--- config.mk ---
export PLATFORM = sky130hd
export DESIGN_NAME = dbgport_top
export DESIGN_NICKNAME = d
export VERILOG_FILES = /design/src/rtl/dbgport_pkg.sv /design/src/rtl/dbgport_tap.sv /design/src/rtl/dbgport_ir.sv /design/src/rtl/dbgport_dr.sv /design/src/rtl/dbgport_top.sv
export SDC_FILE = /design/constraint.sdc
export NUM_CORES = 1
export LEC_CHECK = 0
export ABC_CLOCK_PERIOD_IN_PS = 4100
export BUFFER_PORTS_ARGS = -buffer_cell sky130_fd_sc_hd__buf_2
export CORE_MARGIN = 1.5
export CORE_UTILIZATION = 50
export CTS_BUF_LIST = sky130_fd_sc_hd__clkbuf_4 sky130_fd_sc_hd__clkbuf_8
export DETAILED_ROUTE_END_ITERATION = 6
export MAX_ROUTING_LAYER = met4
export PLACE_DENSITY = 0.7
export SYNTH_ARGS = -nofsm -noshare
export SYNTH_HDL_FRONTEND = slang
export SYNTH_HIERARCHICAL = 1
export SYNTH_SLANG_ARGS = --single-unit
--- constraint.sdc ---
create_clock -name tck -period 4.1 [get_ports tck]
set_clock_uncertainty 0.2 [all_clocks]
set_input_delay 0.205 -clock tck [delete_from_list [all_inputs] [get_ports tck]]
set_output_delay 0.205 -clock tck [all_outputs]
set_load 0.01 [all_outputs]
--- src/rtl/dbgport_pkg.sv ---
`timescale 1ns/1ps
package dbgport_pkg;

  localparam int IR_W = 4;

  typedef enum logic [3:0] {
    TS_RESET, TS_IDLE,
    TS_SEL_DR, TS_CAP_DR, TS_SH_DR, TS_EX1_DR, TS_PAU_DR, TS_EX2_DR, TS_UPD_DR,
    TS_SEL_IR, TS_CAP_IR, TS_SH_IR, TS_EX1_IR, TS_PAU_IR, TS_EX2_IR, TS_UPD_IR
  } tap_state_e;

  typedef enum logic [2:0] {
    CH_BYPASS, CH_IDENT, CH_DPACC, CH_APACC, CH_ABORT
  } chain_e;

  localparam logic [IR_W-1:0] OP_BYPASS = 4'b1111;
  localparam logic [IR_W-1:0] OP_IDENT  = 4'b1110;
  localparam logic [IR_W-1:0] OP_ABORT  = 4'b1000;
  localparam logic [IR_W-1:0] OP_DPACC  = 4'b1010;
  localparam logic [IR_W-1:0] OP_APACC  = 4'b1011;
  localparam logic [IR_W-1:0] IR_CAPTURE_PAT = 4'b0001;

  localparam logic [2:0] ACK_OK   = 3'b010;
  localparam logic [2:0] ACK_WAIT = 3'b001;

  // Unlisted opcodes fall through to the bypass stage.
  function automatic chain_e decode_op(input logic [IR_W-1:0] op);
    case (op)
      OP_IDENT: decode_op = CH_IDENT;
      OP_ABORT: decode_op = CH_ABORT;
      OP_DPACC: decode_op = CH_DPACC;
      OP_APACC: decode_op = CH_APACC;
      default:  decode_op = CH_BYPASS;
    endcase
  endfunction

endpackage

--- src/rtl/dbgport_tap.sv ---
`timescale 1ns/1ps
module dbgport_tap
  import dbgport_pkg::*;
(
  input  logic       tck,
  input  logic       rst_n,
  input  logic       tms,
  output tap_state_e state
);

  tap_state_e state_d;

  always_comb begin
    state_d = state;
    case (state)
      TS_RESET:  state_d = tms ? TS_RESET  : TS_IDLE;
      TS_IDLE:   state_d = tms ? TS_SEL_DR : TS_IDLE;
      TS_SEL_DR: state_d = tms ? TS_SEL_IR : TS_CAP_DR;
      TS_CAP_DR: state_d = tms ? TS_EX1_DR : TS_SH_DR;
      TS_SH_DR:  state_d = tms ? TS_EX1_DR : TS_SH_DR;
      TS_EX1_DR: state_d = tms ? TS_UPD_DR : TS_PAU_DR;
      TS_PAU_DR: state_d = tms ? TS_EX2_DR : TS_PAU_DR;
      TS_EX2_DR: state_d = tms ? TS_UPD_DR : TS_SH_DR;
      TS_UPD_DR: state_d = tms ? TS_SEL_DR : TS_IDLE;
      TS_SEL_IR: state_d = tms ? TS_RESET  : TS_CAP_IR;
      TS_CAP_IR: state_d = tms ? TS_EX1_IR : TS_SH_IR;
      TS_SH_IR:  state_d = tms ? TS_EX1_IR : TS_SH_IR;
      TS_EX1_IR: state_d = tms ? TS_UPD_IR : TS_PAU_IR;
      TS_PAU_IR: state_d = tms ? TS_EX2_IR : TS_PAU_IR;
      TS_EX2_IR: state_d = tms ? TS_UPD_IR : TS_SH_IR;
      TS_UPD_IR: state_d = tms ? TS_SEL_DR : TS_IDLE;
      default:   state_d = TS_RESET;
    endcase
  end

  always_ff @(posedge tck or negedge rst_n) begin
    if (!rst_n) state <= TS_RESET;
    else        state <= state_d;
  end

  // with TMS high the reset state is absorbing
  assert_reset_hold_R2: assert property (@(posedge tck) disable iff (!rst_n)
    (state == TS_RESET && tms) |=> (state == TS_RESET));

endmodule

--- src/rtl/dbgport_ir.sv ---
`timescale 1ns/1ps
module dbgport_ir
  import dbgport_pkg::*;
(
  input  logic            tck,
  input  logic            rst_n,
  input  tap_state_e      state,
  input  logic            tdi,
  output logic [IR_W-1:0] ir_q,
  output logic            ir_tdo
);

  logic [IR_W-1:0] ir_sr, ir_sr_d, ir_q_d;

  always_comb begin
    ir_sr_d = ir_sr;
    ir_q_d  = ir_q;
    case (state)
      TS_CAP_IR: ir_sr_d = IR_CAPTURE_PAT;
      TS_SH_IR:  ir_sr_d = {tdi, ir_sr[IR_W-1:1]};
      TS_UPD_IR: ir_q_d  = ir_sr;
      TS_RESET:  ir_q_d  = OP_IDENT;
      default:   ;
    endcase
  end

  always_ff @(posedge tck or negedge rst_n) begin
    if (!rst_n) begin
      ir_sr <= IR_CAPTURE_PAT;
      ir_q  <= OP_IDENT;
    end else begin
      ir_sr <= ir_sr_d;
      ir_q  <= ir_q_d;
    end
  end

  assign ir_tdo = ir_sr[0];

  // capture loads the fixed pattern
  assert_ir_capture_R3: assert property (@(posedge tck) disable iff (!rst_n)
    (state == TS_CAP_IR) |=> (ir_sr == IR_CAPTURE_PAT));

  // the reset state leaves the identification opcode in place
  assert_ir_reset_R1: assert property (@(posedge tck) disable iff (!rst_n)
    (state == TS_RESET) |=> (ir_q == OP_IDENT));

endmodule

--- src/rtl/dbgport_dr.sv ---
`timescale 1ns/1ps
module dbgport_dr
  import dbgport_pkg::*;
#(
  parameter int          DATA_W   = 32,
  parameter int          ADDR_W   = 2,
  parameter logic [31:0] IDENT_WORD = 32'h3BA0_0477,
  localparam int         ACK_W    = ADDR_W + 1,
  localparam int         ACC_W    = DATA_W + ADDR_W + 1
) (
  input  logic              tck,
  input  logic              rst_n,
  input  tap_state_e        state,
  input  chain_e            chain,
  input  logic              tdi,
  input  logic [ACK_W-1:0]  rsp_ack,
  input  logic [DATA_W-1:0] rsp_rdata,
  output logic              dr_tdo,
  output logic              req_valid,
  output logic              req_ap_sel,
  output logic [ADDR_W-1:0] req_addr,
  output logic              req_read,
  output logic [DATA_W-1:0] req_wdata,
  output logic              abort_pulse
);

  logic [ACC_W-1:0]  sr, sr_d;
  logic              ack_ok, ack_ok_d;
  logic              is_acc, req_fire, abort_fire;
  logic              req_valid_d, req_ap_sel_d, req_read_d;
  logic [ADDR_W-1:0] req_addr_d;
  logic [DATA_W-1:0] req_wdata_d;

  assign is_acc = (chain == CH_DPACC) || (chain == CH_APACC);

  // One shift register serves every chain; only the insertion point moves.
  always_comb begin
    sr_d     = sr;
    ack_ok_d = ack_ok;
    if (state == TS_CAP_DR) begin
      case (chain)
        CH_IDENT: sr_d = ACC_W'(IDENT_WORD[DATA_W-1:0]);
        CH_DPACC, CH_APACC: begin
          sr_d     = {rsp_rdata, rsp_ack};
          ack_ok_d = (rsp_ack == ACK_W'(ACK_OK));
        end
        default: sr_d = '0;
      endcase
    end else if (state == TS_SH_DR) begin
      sr_d = sr >> 1;
      case (chain)
        CH_BYPASS:          sr_d[0]        = tdi;
        CH_IDENT, CH_ABORT: sr_d[DATA_W-1] = tdi;
        default:            sr_d[ACC_W-1]  = tdi;
      endcase
    end
  end

  assign req_fire   = (state == TS_UPD_DR) && is_acc && ack_ok;
  assign abort_fire = (state == TS_UPD_DR) && (chain == CH_ABORT) && sr[0];

  always_comb begin
    req_valid_d  = req_fire;
    req_ap_sel_d = req_ap_sel;
    req_addr_d   = req_addr;
    req_read_d   = req_read;
    req_wdata_d  = req_wdata;
    if (req_fire) begin
      req_ap_sel_d = (chain == CH_APACC);
      req_wdata_d  = sr[ACC_W-1:ADDR_W+1];
      req_addr_d   = sr[ADDR_W:1];
      req_read_d   = sr[0];
    end
  end

  always_ff @(posedge tck or negedge rst_n) begin
    if (!rst_n) begin
      sr          <= '0;
      ack_ok      <= 1'b0;
      req_valid   <= 1'b0;
      req_ap_sel  <= 1'b0;
      req_addr    <= '0;
      req_read    <= 1'b0;
      req_wdata   <= '0;
      abort_pulse <= 1'b0;
    end else begin
      sr          <= sr_d;
      ack_ok      <= ack_ok_d;
      req_valid   <= req_valid_d;
      req_ap_sel  <= req_ap_sel_d;
      req_addr    <= req_addr_d;
      req_read    <= req_read_d;
      req_wdata   <= req_wdata_d;
      abort_pulse <= abort_fire;
    end
  end

  assign dr_tdo = sr[0];

  // a request lasts one cycle
  assert_req_single_R6: assert property (@(posedge tck) disable iff (!rst_n)
    req_valid |=> !req_valid);

  // a request only follows an Update-DR
  assert_req_after_update_R8: assert property (@(posedge tck) disable iff (!rst_n)
    req_valid |-> $past(state == TS_UPD_DR));

  // abort strobe lasts one cycle
  assert_abort_single_R9: assert property (@(posedge tck) disable iff (!rst_n)
    abort_pulse |=> !abort_pulse);

  // request and abort never coincide
  assert_req_abort_excl_R11: assert property (@(posedge tck) disable iff (!rst_n)
    !(req_valid && abort_pulse));

endmodule

--- src/rtl/dbgport_top.sv ---
`timescale 1ns/1ps
module dbgport_top
  import dbgport_pkg::*;
#(
  parameter int          DATA_W     = 32,
  parameter int          ADDR_W     = 2,
  parameter logic [31:0] IDENT_WORD = 32'h3BA0_0477,
  localparam int         ACK_W      = ADDR_W + 1
) (
  input  logic              tck,
  input  logic              trst_n,
  input  logic              tms,
  input  logic              tdi,
  output logic              tdo,
  input  logic [ACK_W-1:0]  rsp_ack,
  input  logic [DATA_W-1:0] rsp_rdata,
  output logic              req_valid,
  output logic              req_ap_sel,
  output logic [ADDR_W-1:0] req_addr,
  output logic              req_read,
  output logic [DATA_W-1:0] req_wdata,
  output logic              abort_pulse
);

  logic [1:0]      rst_sync;
  logic            rst_n;
  tap_state_e      state;
  logic [IR_W-1:0] ir_q;
  chain_e          chain;
  logic            ir_tdo, dr_tdo, tdo_d;

  // Asynchronous assertion, release aligned to TCK.
  always_ff @(posedge tck or negedge trst_n) begin
    if (!trst_n) rst_sync <= 2'b00;
    else         rst_sync <= {rst_sync[0], 1'b1};
  end
  assign rst_n = rst_sync[1];

  dbgport_tap u_tap (
    .tck   (tck),
    .rst_n (rst_n),
    .tms   (tms),
    .state (state)
  );

  dbgport_ir u_ir (
    .tck    (tck),
    .rst_n  (rst_n),
    .state  (state),
    .tdi    (tdi),
    .ir_q   (ir_q),
    .ir_tdo (ir_tdo)
  );

  assign chain = decode_op(ir_q);

  dbgport_dr #(
    .DATA_W     (DATA_W),
    .ADDR_W     (ADDR_W),
    .IDENT_WORD (IDENT_WORD)
  ) u_dr (
    .tck         (tck),
    .rst_n       (rst_n),
    .state       (state),
    .chain       (chain),
    .tdi         (tdi),
    .rsp_ack     (rsp_ack),
    .rsp_rdata   (rsp_rdata),
    .dr_tdo      (dr_tdo),
    .req_valid   (req_valid),
    .req_ap_sel  (req_ap_sel),
    .req_addr    (req_addr),
    .req_read    (req_read),
    .req_wdata   (req_wdata),
    .abort_pulse (abort_pulse)
  );

  always_comb begin
    case (state)
      TS_SH_IR: tdo_d = ir_tdo;
      TS_SH_DR: tdo_d = dr_tdo;
      default:  tdo_d = 1'b0;
    endcase
  end

  // Output retimed to the falling edge.
  always_ff @(negedge tck or negedge rst_n) begin
    if (!rst_n) tdo <= 1'b0;
    else        tdo <= tdo_d;
  end

  // TDO is quiet whenever the TAP is idle
  assert_tdo_idle_R10: assert property (@(posedge tck) disable iff (!rst_n)
    (state == TS_IDLE && $past(state) == TS_IDLE) |-> (tdo == 1'b0));

endmodule

* Yosys cells after proc, flatten, opt, wreduce, memory -nomap -nowiden
Cells that the tools add are included.
Storage, ports and cells: bits in registers 89, output and inout bits 39, input port bits 39
Operators by class: reduce and logical (&&, ||, !) cells 17, eq/ne operators 24, muxes and demuxes 23
Operator list (number):
- $mux W35 | 2
- $pmux W35 S2 | 1
- $eq A4 B4 Y1 const B | 12
- $pmux W4 S12 | 1
- $eq A4 B3 Y1 const B | 4
- $mux W4 | 4
- $pmux W4 S2 | 2
- $pmux W3 S4 | 1
- $eq A3 B2 Y1 const B | 3
- $eq A4 B2 Y1 const B | 2
- $reduce_or A2 Y1 | 4
- $mux W1 | 6
- $mux W2 | 3
- $mux W3 | 2
- $reduce_bool A2 Y1 | 3
- $reduce_or A3 Y1 | 2
- $eq A4 B1 Y1 const B | 1
- $logic_and A1 B1 Y1 | 4
- $logic_not A4 Y1 | 1
- $eq A3 B1 Y1 const B | 1
- $eq A3 B3 Y1 const B | 1
- $logic_not A3 Y1 | 1
- $pmux W1 S2 | 1
- $reduce_and A2 Y1 | 1
- $logic_or A1 B1 Y1 | 1

* Depth between registers and ports, before layout
Gate-level depths: netlist of the first run.
depth after elaboration 7, gate-level depth with buffers 7, gate-level depth less buffers 6

* Hierarchy
The synthesis of the first run kept the hierarchy.
Modules (own cells, without submodules):
- dbgport_dr | area each 3334.4 µm², cells each 269, instances 1
- dbgport_ir | area each 374.1 µm², cells each 36, instances 1
- dbgport_tap | area each 314.1 µm², cells each 37, instances 1
- dbgport_top | area each 145.1 µm², cells each 11, instances 1

==> summary.md, run 1 <==
| Metric | Value |
|---|---|
| Status | `finished clean` |
| Post-route DRC violation count | `0` |
| Routed wire length | `9190 µm` |
| First-pass GRT wire length | `15100 µm` |
| Most common cell after layout, fill and taps aside | `dfrtp_1` |
| Critical Path Start | `u_tap/state[2]$_DFF_PN0_` |
| Critical Path RT | `2.04 ns` |
| Largest net degree at the start of global routing | `46` |
| Maximum clock path buffer count | `2` |
| # rows | `33` |
| Initial Utilization | `0.512` |
| CTS root buf | `clkbuf_8` |
| Cts bufs inserted | `9` |
| Post-cts resize count | `0` |
| Setup TNS | `0 ns` |
| Clock tree from TritonCTS | `done` |
| Mean Syn Cell Area | `11.8 µm²` |
| Drt wl/cell | `16.1 µm` |
| Total grt overflow | `0` |
| Worst hold slack | `0.0808 ns` |
| N_diodes | `0` |
| Static leakage | `2.41 nW` |
| FF-to-FF End | `tdo$_DFF_NN0_` |
| Nets@finish | `498` |
| Total power draw | `3.31 mW` |
| CP Capture Type | `register` |
| Post-CTS Setup Bufs | `0` |
| Boundary Pins | `78` |
| Setup violators final | `0` |
| Hold Violations, Final | `0` |
| Post-synth EDFFs | `0` |
| Gr usage total | `0.227` |
| Initial antenna violation count | `0` |
| Crit path max fanout | `21` |
| Synth async-reset ratio | `1.00` |
| Vias post-DR | `3099` |
| Seq/Total Area, Yosys | `0.536` |
| Cts hold-fix bufs | `32` |
| Slack of the worst reg-to-reg path | `0.50 ns` |
| Area of the core | `8130 µm²` |
| Max-cap violations | `0` |
| Commonest non-fill, non-tap cells in the layout | `83 x dfrtp_1, 77 x buf_2, 39 x nor2_1` |
| Post-synthesis cell type count | `56` |
| Initial drt markers | `160` |
| Top_reg_cell synth | `dfrtp_1` |
| DR vias/cell | `5.45` |
| CP endpoint | `tdo$_DFF_NN0_` |
| Die Height | `94.3 µm` |
| HPWL Detailed | `5840 µm` |
| Remaining antenna violation count | `0` |
| Netlist Area Pre-Place | `4170 µm²` |
| Ys Warns | `6` |
| Syn_nets | `392` |
| Clock Sinks | `89` |
| Slew Viols, Final | `0` |
| PD cells | `648 nW/µm²` |
| RR Startpoint | `u_tap/state[2]$_DFF_PN0_` |
| Horiz. Die Dim | `94.3 µm` |
| # fillers | `661` |
| Skew-Pair Late Insertion Delay | `0.35 ns` |
| Die area | `8890 µm²` |
| H-tree depth | `3` |
| Vias in the first global route | `3095` |
| Unrepaired setup endpoints after global routing | `no` |
| Pre-antenna DRT Iters | `5` |
| Max VDD drop | `345 µV` |
| Critical path class | `reg -> reg` |
| CP Data Arrival Time | `1.54 ns` |
| IO buf count | `77` |
| RePlAce Congestion | `0.724` |
| Area growth syn-to-layout | `22.7%` |
| Synth Instances | `353` |
| Layout cells sized above 1 | `0.401` |
| Critical path startpoint category | `register` |
| Yosys reg bits | `89` |
| R2r worst-path depth | `2` |
| HP Class | `in -> reg` |
| Relative slew slack | `0.347` |
| Worst-Margin Slew | `0.979 ns` |
| CTS clock-pin slew for the worst setup and hold paths | `0.09 ns` |
## cell type report
class,count,area (µm²),share of cell area
Sequential cell,89,2240,0.437
Multi-Input combinational cell,236,1740,0.340
Timing Repair Buffer,118,786,0.154
Tap cell,105,131,0.0257
Clock buffer,9,124,0.0242
Clock inverter,7,77.6,0.0152
Inverter,5,18.8,0.00367
## through the flow
stage	util	std cells	cell area, µm²	setup slack (ns)
floorplan	-	353	4170	0.450
global placement	0.565	521	4590	0.566
detailed placement	0.565	521	4590	0.548
CTS	0.629	569	5110	0.505
global route	0.629	569	5110	0.438
finish	0.629	569	5110	0.500
## state kept, by name (all words and copies together), names as in the netlist, 2 cells and up
| register | flops |
|---|---|
| u_tap/state | 4 |
| u_ir/ir_q | 4 |
| u_dr/sr | 35 |
| u_dr/req_addr | 2 |
| u_ir/ir_sr | 4 |
| u_dr/req_wdata | 32 |
| rst_sync | 2 |
## synthesized netlist by cell type, drive strengths merged, types with 2 or more instances
cell     count  area (µm²)
o31a         2        26.3
dfrtp       84        2100
nor2        40         153
inv          5        18.8
a211oi       7        52.6
dfstp        4         105
and2b        2        17.5
buf         17         156
nand3b       2        18.8
and3b        2        18.8
nand2b       2        12.5
a22oi       30         225
and4         2        20.0
o21ai       11        55.1
and4b        2        20.0
a2bb2oi      2        17.5
nand2       15        56.3
nor4b        3        38.8
nor3         4        25.0
nor3b        5        48.8
a21oi       46         320
nand3        2        10.0
mux2        38         428
and3         2        12.5
clkbuf       6        32.5
## worst max-delay path, cell delays in order, from the launching register on
cell and delay [ns]:
dfrtp_1 0.71, and4b_1 0.26, a22o_1 0.22
## routing by layer
metal / GRT usage / wire length, µm
met1: 0.292 / 4150
met2: 0.372 / 4610
met3: 0.0437 / 367
met4: 0.0547 / 65
met5: - / 0
## power by group
| part | switching [mW] | total, mW | internal [mW] |
|---|---|---|---|
| Clock | 0.327 | 0.614 | 0.287 |
| Sequential | 0.218 | 1.36 | 1.14 |
| Combinational | 0.754 | 1.34 | 0.586 |
| Total | 1.30 | 3.31 | 2.01 |
## logic make-up (layout without fill, tap and decap cells)
| family | Yosys count | after routing | share of synthesized area |
|---|---|---|---|
| flops | 89 | 89 | 0.536 |
| buf+inv | 28 | 139 | 0.0498 |
| simple gates | 89 | 89 | 0.120 |
| xor+xnor | 2 | 2 | 0.00420 |
| compound gates | 105 | 105 | 0.184 |
| other cells | 1 | 1 | 0.000900 |
| mux | 39 | 39 | 0.105 |
## how the worst min path moves through the flow
stage | cells past startpoint | end | from
floorplan | 0 | rst_sync[0]$_DFF_PN0_ | trst_n
global placement | 1 | rst_sync[0]$_DFF_PN0_ | trst_n
detailed placement | 1 | rst_sync[0]$_DFF_PN0_ | trst_n
CTS | 3 | u_dr/ack_ok$_DFFE_PN0P_ | rsp_ack[0]
global route | 3 | u_dr/ack_ok$_DFFE_PN0P_ | rsp_ack[2]
finish | 3 | u_dr/ack_ok$_DFFE_PN0P_ | rsp_ack[0]
Power figures use the tool's default switching activity.
==> inputs of run 2 (changes only) <==
--- a/config.mk
+++ b/config.mk
@@ -5,6 +5,7 @@
 export SDC_FILE = /design/constraint.sdc
 export NUM_CORES = 1
 export LEC_CHECK = 0
+export ABC_AREA = 1
 export ABC_CLOCK_PERIOD_IN_PS = 4100
 export BUFFER_PORTS_ARGS = -buffer_cell sky130_fd_sc_hd__buf_2
 export CORE_MARGIN = 1.5
==> summary.md, run 2 <==
| Metric | Value |
|---|---|
| Die area | `9140 µm²` |
| Skew-Pair Late Insertion Delay | `0.36 ns` |
| Setup violators final | `0` |
| Top_reg_cell synth | `dfrtp_1` |
| Top reg by flops | `u_dr/sr` |
| Post-synth top cells | `183 x nand2_1, 84 x dfrtp_1, 49 x inv_1` |
| CTS clock-pin slew for the worst setup and hold paths | `0.09 ns` |
| Final instance area | `5190 µm²` |
| Routed wire length | `9980 µm` |
| Initial Utilization | `0.519` |
| Post-synth EDFFs | `0` |
| Largest net degree at the start of global routing | `75` |
| Gr usage total | `0.242` |
| Die Height | `95.6 µm` |
| Remaining antenna violation count | `0` |
| Setup TNS | `0 ns` |
| Area of the core | `8260 µm²` |
| Vias in the first global route | `3569` |
| Post-route DRC violation count | `0` |
| Final WS setup | `0.791 ns` |
| DR vias/cell | `5.10` |
| HPWL Detailed | `6470 µm` |
| Worst-Margin Slew | `0.905 ns` |
| Post-CTS Setup Bufs | `0` |
| PD cells | `628 nW/µm²` |
| Slowest CP cell | `dfrtp_1` |
| R2r worst-path depth | `4` |
| Horiz. Die Dim | `95.6 µm` |
| Post-place setup slack | `0.839 ns` |
| CTS root buf | `clkbuf_8` |
| Worst hold slack | `0.0556 ns` |
| Pint | `1.97 mW` |
| Most common cell after layout, fill and taps aside | `nand2_1` |
| Status | `finished clean` |
| Max-cap violations | `0` |
| Initial antenna violation count | `0` |
| Static leakage | `2.76 nW` |
| Critical path class | `reg -> reg` |
| Hold Violations, Final | `0` |
| CP Data Arrival Time | `1.25 ns` |
| Top-count cell post-synth | `nand2_1` |
| Nets@finish | `660` |
| Cts bufs inserted | `9` |
| Reg power frac | `0.439` |
| Ys Warns | `6` |
| Synth area leaders | `dfrtp_1 49%, nand2_1 16%, o21ai_0 5.4%` |
| Critical path startpoint category | `register` |
| Relative slew slack | `0.396` |
| H-tree depth | `3` |
| Netlist Area Pre-Place | `4290 µm²` |
| Hold depth | `5` |
| Maximum clock path buffer count | `2` |
| CP Capture Type | `register` |
| Gate power share | `0.372` |
| Unrepaired setup endpoints after global routing | `no` |
| Crit path max fanout | `15` |
| Mean Syn Cell Area | `8.21 µm²` |
| Max VDD drop | `348 µV` |
| Layout cells sized above 1 | `0.217` |
| Clk pwr share | `0.189` |
| Synth area leader | `dfrtp_1` |
| Hold_sp | `rsp_rdata[3]` |
| # rows | `33` |
| Pre-antenna DRT Iters | `5` |
| Switching part of the total power | `0.397` |
| Critical Path Start | `u_tap/state[2]$_DFF_PN0_` |
| Commonest non-fill, non-tap cells in the layout | `183 x nand2_1, 83 x dfrtp_1, 77 x buf_2` |
| Synth Instances | `522` |
| Total power draw | `3.26 mW` |
| Yosys reg bits | `89` |
| P_sw | `1.29 mW` |
| Vias post-DR | `3725` |
| Largest regs | `u_dr/sr: 35 flops, u_dr/req_wdata: 32 flops` |
| Max stage delay on crit path | `0.57 ns` |
| Largest register FFs | `35` |
| HP Class | `in -> reg` |
| Clock tree from TritonCTS | `done` |
| N_diodes | `0` |
| Crit-path cells | `inv_1 -> nor2_1 -> nand3_1 -> nand2_1` |
| Syn_nets | `561` |
| Area growth syn-to-layout | `21.0%` |
| Post-place instance area | `4680 µm²` |
| Seq/Total Area, Yosys | `0.521` |
| Total grt overflow | `0` |
| Critical Path RT | `2.05 ns` |
| Synth async-reset ratio | `1.00` |
| Post-cts resize count | `0` |
| Area share of the largest cell type after synthesis | `0.490` |
| Drt wl/cell | `13.7 µm` |
| RePlAce Congestion | `0.856` |
| Initial drt markers | `237` |
| Slew Viols, Final | `0` |
| IO buf count | `77` |
| First-pass GRT wire length | `16600 µm` |
| Clock Sinks | `89` |
| Post-synthesis cell type count | `34` |
| Boundary Pins | `78` |
| RR Startpoint | `u_tap/state[2]$_DFF_PN0_` |
## run 2: power by group through the flow
stage	Sequential [mW]	Combinational, mW	Clock, mW
after floorplan	1.45	0.847	0
after global placement	1.43	1.15	0
after detailed placement	1.45	1.18	0
after CTS	1.43	1.22	0.629
after global routing	1.48	1.40	0.665
final	1.43	1.21	0.617
## run 2: repair_timing
| action | CTS | global route |
|---|---|---|
| hold buffers | 31 | 0 |
| endpoints found under the setup margin | 0 | 0 |
| endpoints found under the hold margin | 41 | 0 |
## run 2: path summary, 6_finish.rpt
kind / end / slack, ns
max: tdo$_DFF_NN0_ / 0.79
min: u_dr/sr[6]$_DFFE_PN0P_ / 0.06
max reg2reg: tdo$_DFF_NN0_ / 0.79
min reg2reg: rst_sync[1]$_DFF_PN0_ / 0.16
max in group asynchronous: tdo$_DFF_NN0_ / 1.67
min in group asynchronous: u_dr/sr[28]$_DFFE_PN0P_ / 0.43
## run 2: cells by family after synthesis
family,Yosys count,synth area share
compound gates,104,0.142
buf+inv,80,0.0881
flops,89,0.521
other cells,1,0.000875
simple gates,248,0.249
## run 2: metal layers
| layer | wire, µm | track usage | vias to the layer above |
|---|---|---|---|
| met3 | 516 | 0.0351 | 13 |
| met4 | 150 | 0.0784 | 0 |
| met5 | 0 | - | - |
| li1 | - | - | 1867 |
| met2 | 4860 | 0.398 | 93 |
| met1 | 4450 | 0.307 | 1752 |
## run 2: area by class of cell
| type | count | area (µm²) |
|---|---|---|
| Inverter | 55 | 208 |
| Timing Repair Buffer | 113 | 733 |
| Multi-Input combinational cell | 353 | 1680 |
| Clock inverter | 6 | 66.3 |
| Clock buffer | 10 | 138 |
| Fill cell | 746 | 3070 |
| Sequential cell | 89 | 2240 |
| Tap cell | 105 | 131 |
## run 2: through the flow
stage	cells	utilization
final	731	0.628
after global routing	731	0.628
after CTS	731	0.628
after detailed placement	684	0.566
after global placement	684	0.566
after floorplan	522	-
## run 2: critical path: cells and delay by family, from the launching register on
kind,cells,cell delay (ns)
buffers and inverters,1,0.15
DFF,1,0.57
and+or+nand+nor,3,0.18
==> inputs of run 3 (changes only) <==
--- a/config.mk
+++ b/config.mk
@@ -6,14 +6,14 @@
 export NUM_CORES = 1
 export LEC_CHECK = 0
 export ABC_AREA = 1
-export ABC_CLOCK_PERIOD_IN_PS = 4100
+export ABC_CLOCK_PERIOD_IN_PS = 2750
 export BUFFER_PORTS_ARGS = -buffer_cell sky130_fd_sc_hd__buf_2
 export CORE_MARGIN = 1.5
 export CORE_UTILIZATION = 50
 export CTS_BUF_LIST = sky130_fd_sc_hd__clkbuf_4 sky130_fd_sc_hd__clkbuf_8
 export DETAILED_ROUTE_END_ITERATION = 6
 export MAX_ROUTING_LAYER = met4
-export PLACE_DENSITY = 0.7
+export PLACE_DENSITY = 0.73
 export SYNTH_ARGS = -nofsm -noshare
 export SYNTH_HDL_FRONTEND = slang
 export SYNTH_HIERARCHICAL = 1
==> constraint.sdc (replaced) <==
create_clock -name tck -period 2.75 [get_ports tck]
set_clock_uncertainty 0.2 [all_clocks]
set_input_delay 0.1375 -clock tck [delete_from_list [all_inputs] [get_ports tck]]
set_output_delay 0.1375 -clock tck [all_outputs]
set_load 0.01 [all_outputs]
==> summary.md, run 3 (synthesis results as in run 2) <==
| Metric | Value |
|---|---|
| Cts bufs inserted | `9` |
| Initial Utilization | `0.519` |
| Critical Path RT | `2.41 ns` |
| DR vias/cell | `5.07` |
| Drt wl/cell | `13.5 µm` |
| Gate power share | `0.394` |
| Hold Violations, Final | `0` |
| Vias in the first global route | `3528` |
| Clock Sinks | `89` |
| Worst hold slack | `0.0211 ns` |
| CP Capture Type | `output port` |
| Commonest non-fill, non-tap cells in the layout | `183 x nand2_1, 83 x dfrtp_1, 77 x buf_2` |
| FF+latch area | `2240 µm²` |
| Switching part of the total power | `0.392` |
| Post-route DRC violation count | `0` |
| Clk pwr share | `0.182` |
| Max stage delay on crit path | `0.40 ns` |
| Pre-antenna DRT Iters | `5` |
| Crit path max fanout | `1` |
| Largest register FFs | `35` |
| CTS root buf | `clkbuf_8` |
| Cts hold-fix bufs | `32` |
| Top reg by flops | `u_dr/sr` |
| Routed wire length | `10000 µm` |
| Met3 Use GR | `0.0367` |
| Relative slew slack | `0.550` |
| Largest regs | `u_dr/sr: 35 flops, u_dr/req_wdata: 32 flops` |
| Vias post-DR | `3750` |
| Area of the core | `8260 µm²` |
| Gr usage total | `0.238` |
| CP Data Arrival Time | `2.22 ns` |
| Critical path buffers and inverters | `1` |
| Clock tree from TritonCTS | `done` |
| Unrepaired setup endpoints after global routing | `no` |
| Area growth syn-to-layout | `22.6%` |
| Initial antenna violation count | `0` |
| HP Class | `in -> reg` |
| Skew-Pair Late Insertion Delay | `0.34 ns` |
| Setup violators final | `0` |
| Horiz. Die Dim | `95.6 µm` |
| Status | `finished clean` |
| P_sw | `1.91 mW` |
| H-tree depth | `3` |
| First-pass GRT wire length | `16100 µm` |
| N_diodes | `0` |
| Critical path class | `reg -> out` |
| Layout cells sized above 1 | `0.226` |
| Total grt overflow | `0` |
| Setup TNS | `0 ns` |
| Die area | `9140 µm²` |
| Top delay family on crit path | `flip-flops` |
| Remaining antenna violation count | `0` |
| Max VDD drop | `386 µV` |
| Slew Viols, Final | `0` |
| # fillers | `717` |
| HPWL Detailed | `6730 µm` |
| Critical path startpoint category | `register` |
| Crit-path cells | `buf_2` |
| Pint | `2.96 mW` |
| PD cells | `928 nW/µm²` |
| Global routing usage on met1 | `0.314` |
| Nets@finish | `668` |
| Most common cell after layout, fill and taps aside | `nand2_1` |
| Reg power frac | `0.425` |
| Met2 Usage GRT | `0.373` |
| Most Crowded Layer GR | `met2` |
| Area of the multi-input gates | `1680 µm²` |
| Worst-Margin Slew | `0.674 ns` |
| Maximum clock path buffer count | `2` |
| Slowest CP cell | `dfrtn_1` |
| Max-cap violations | `0` |
| IO buf count | `77` |
| Largest net degree at the start of global routing | `48` |
| Initial drt markers | `228` |
| Post-CTS Setup Bufs | `0` |
| Post-cts resize count | `0` |
| CTS clock-pin slew for the worst setup and hold paths | `0.08 ns` |
| Boundary Pins | `78` |
| Die Height | `95.6 µm` |
| Static leakage | `2.81 nW` |
| # rows | `33` |
| RePlAce Congestion | `0.823` |
==> run 3: cell types whose count changed in the layout (fill, tap and decap cells not counted), sizes merged <==
cell	previous run	this run
buf	82	89
clkbuf	10	11
clkinv	2	4
clkinvlp	3	1
dlygate4sd3	31	32
inv	55	54
==> run 3: routing by layer <==
layer / wire, µm / up-vias
li1: - / 1888
met1: 4600 / 1717
met2: 4760 / 127
met3: 504 / 18
met4: 150 / 0
met5: 0 / -
==> run 3: per-stage QoR <==
step	utilization	setup slack, ns	power, mW	instances	cell area [µm²]
final	0.637	0.190	4.88	739	5260
after global placement	0.574	0.360	3.89	691	4740
after CTS	0.637	0.171	4.90	739	5260
after floorplan	-	0.266	3.42	522	4290
after global routing	0.637	0.125	5.26	739	5260
after detailed placement	0.574	0.327	3.97	691	4740
==> run 3: area by class of cell <==
type                       count  area share
timing repair buffer         121       0.154
multi-input combinational    353       0.319
inverter                      55      0.0395
clock inverter                 5      0.0107
tap                          105      0.0250
sequential                    89       0.425
clock buffer                  11      0.0264
==> run 3: path summary, 6_finish.rpt <==
path | from | end | slack (ns) | cells past startpoint
setup / recovery | tdo$_DFF_NN0_ | tdo | 0.19 | 1
hold / removal | rsp_rdata[18] | u_dr/sr[21]$_DFFE_PN0P_ | 0.02 | 7
setup reg to reg | u_ir/ir_q[2]$_DFFE_PN1P_ | u_dr/ack_ok$_DFFE_PN0P_ | 0.27 | 8
hold reg to reg | rst_sync[0]$_DFF_PN0_ | rst_sync[1]$_DFF_PN0_ | 0.15 | 0
max in group asynchronous | rst_sync[1]$_DFF_PN0_ | tdo$_DFF_NN0_ | 1.03 | 0
min in group asynchronous | rst_sync[1]$_DFF_PN0_ | u_dr/sr[13]$_DFFE_PN0P_ | 0.23 | 1
==> run 3: worst min-delay path: stages <==
cell and delay (ns):
buf_2 0.08, nand2_1 0.04, nand2_1 0.05, nand2_1 0.04, o21ai_0 0.06, nand2_1 0.05, o21ai_1 0.07
==> run 3: power groups by stage <==
stage | clock, mW | combinational (mW) | sequential (mW)
CTS | 0.910 | 1.92 | 2.07
floorplan | 0 | 1.26 | 2.16
global placement | 0 | 1.82 | 2.07
detailed placement | 0 | 1.87 | 2.09
global route | 0.958 | 2.17 | 2.13
finish | 0.887 | 1.92 | 2.07
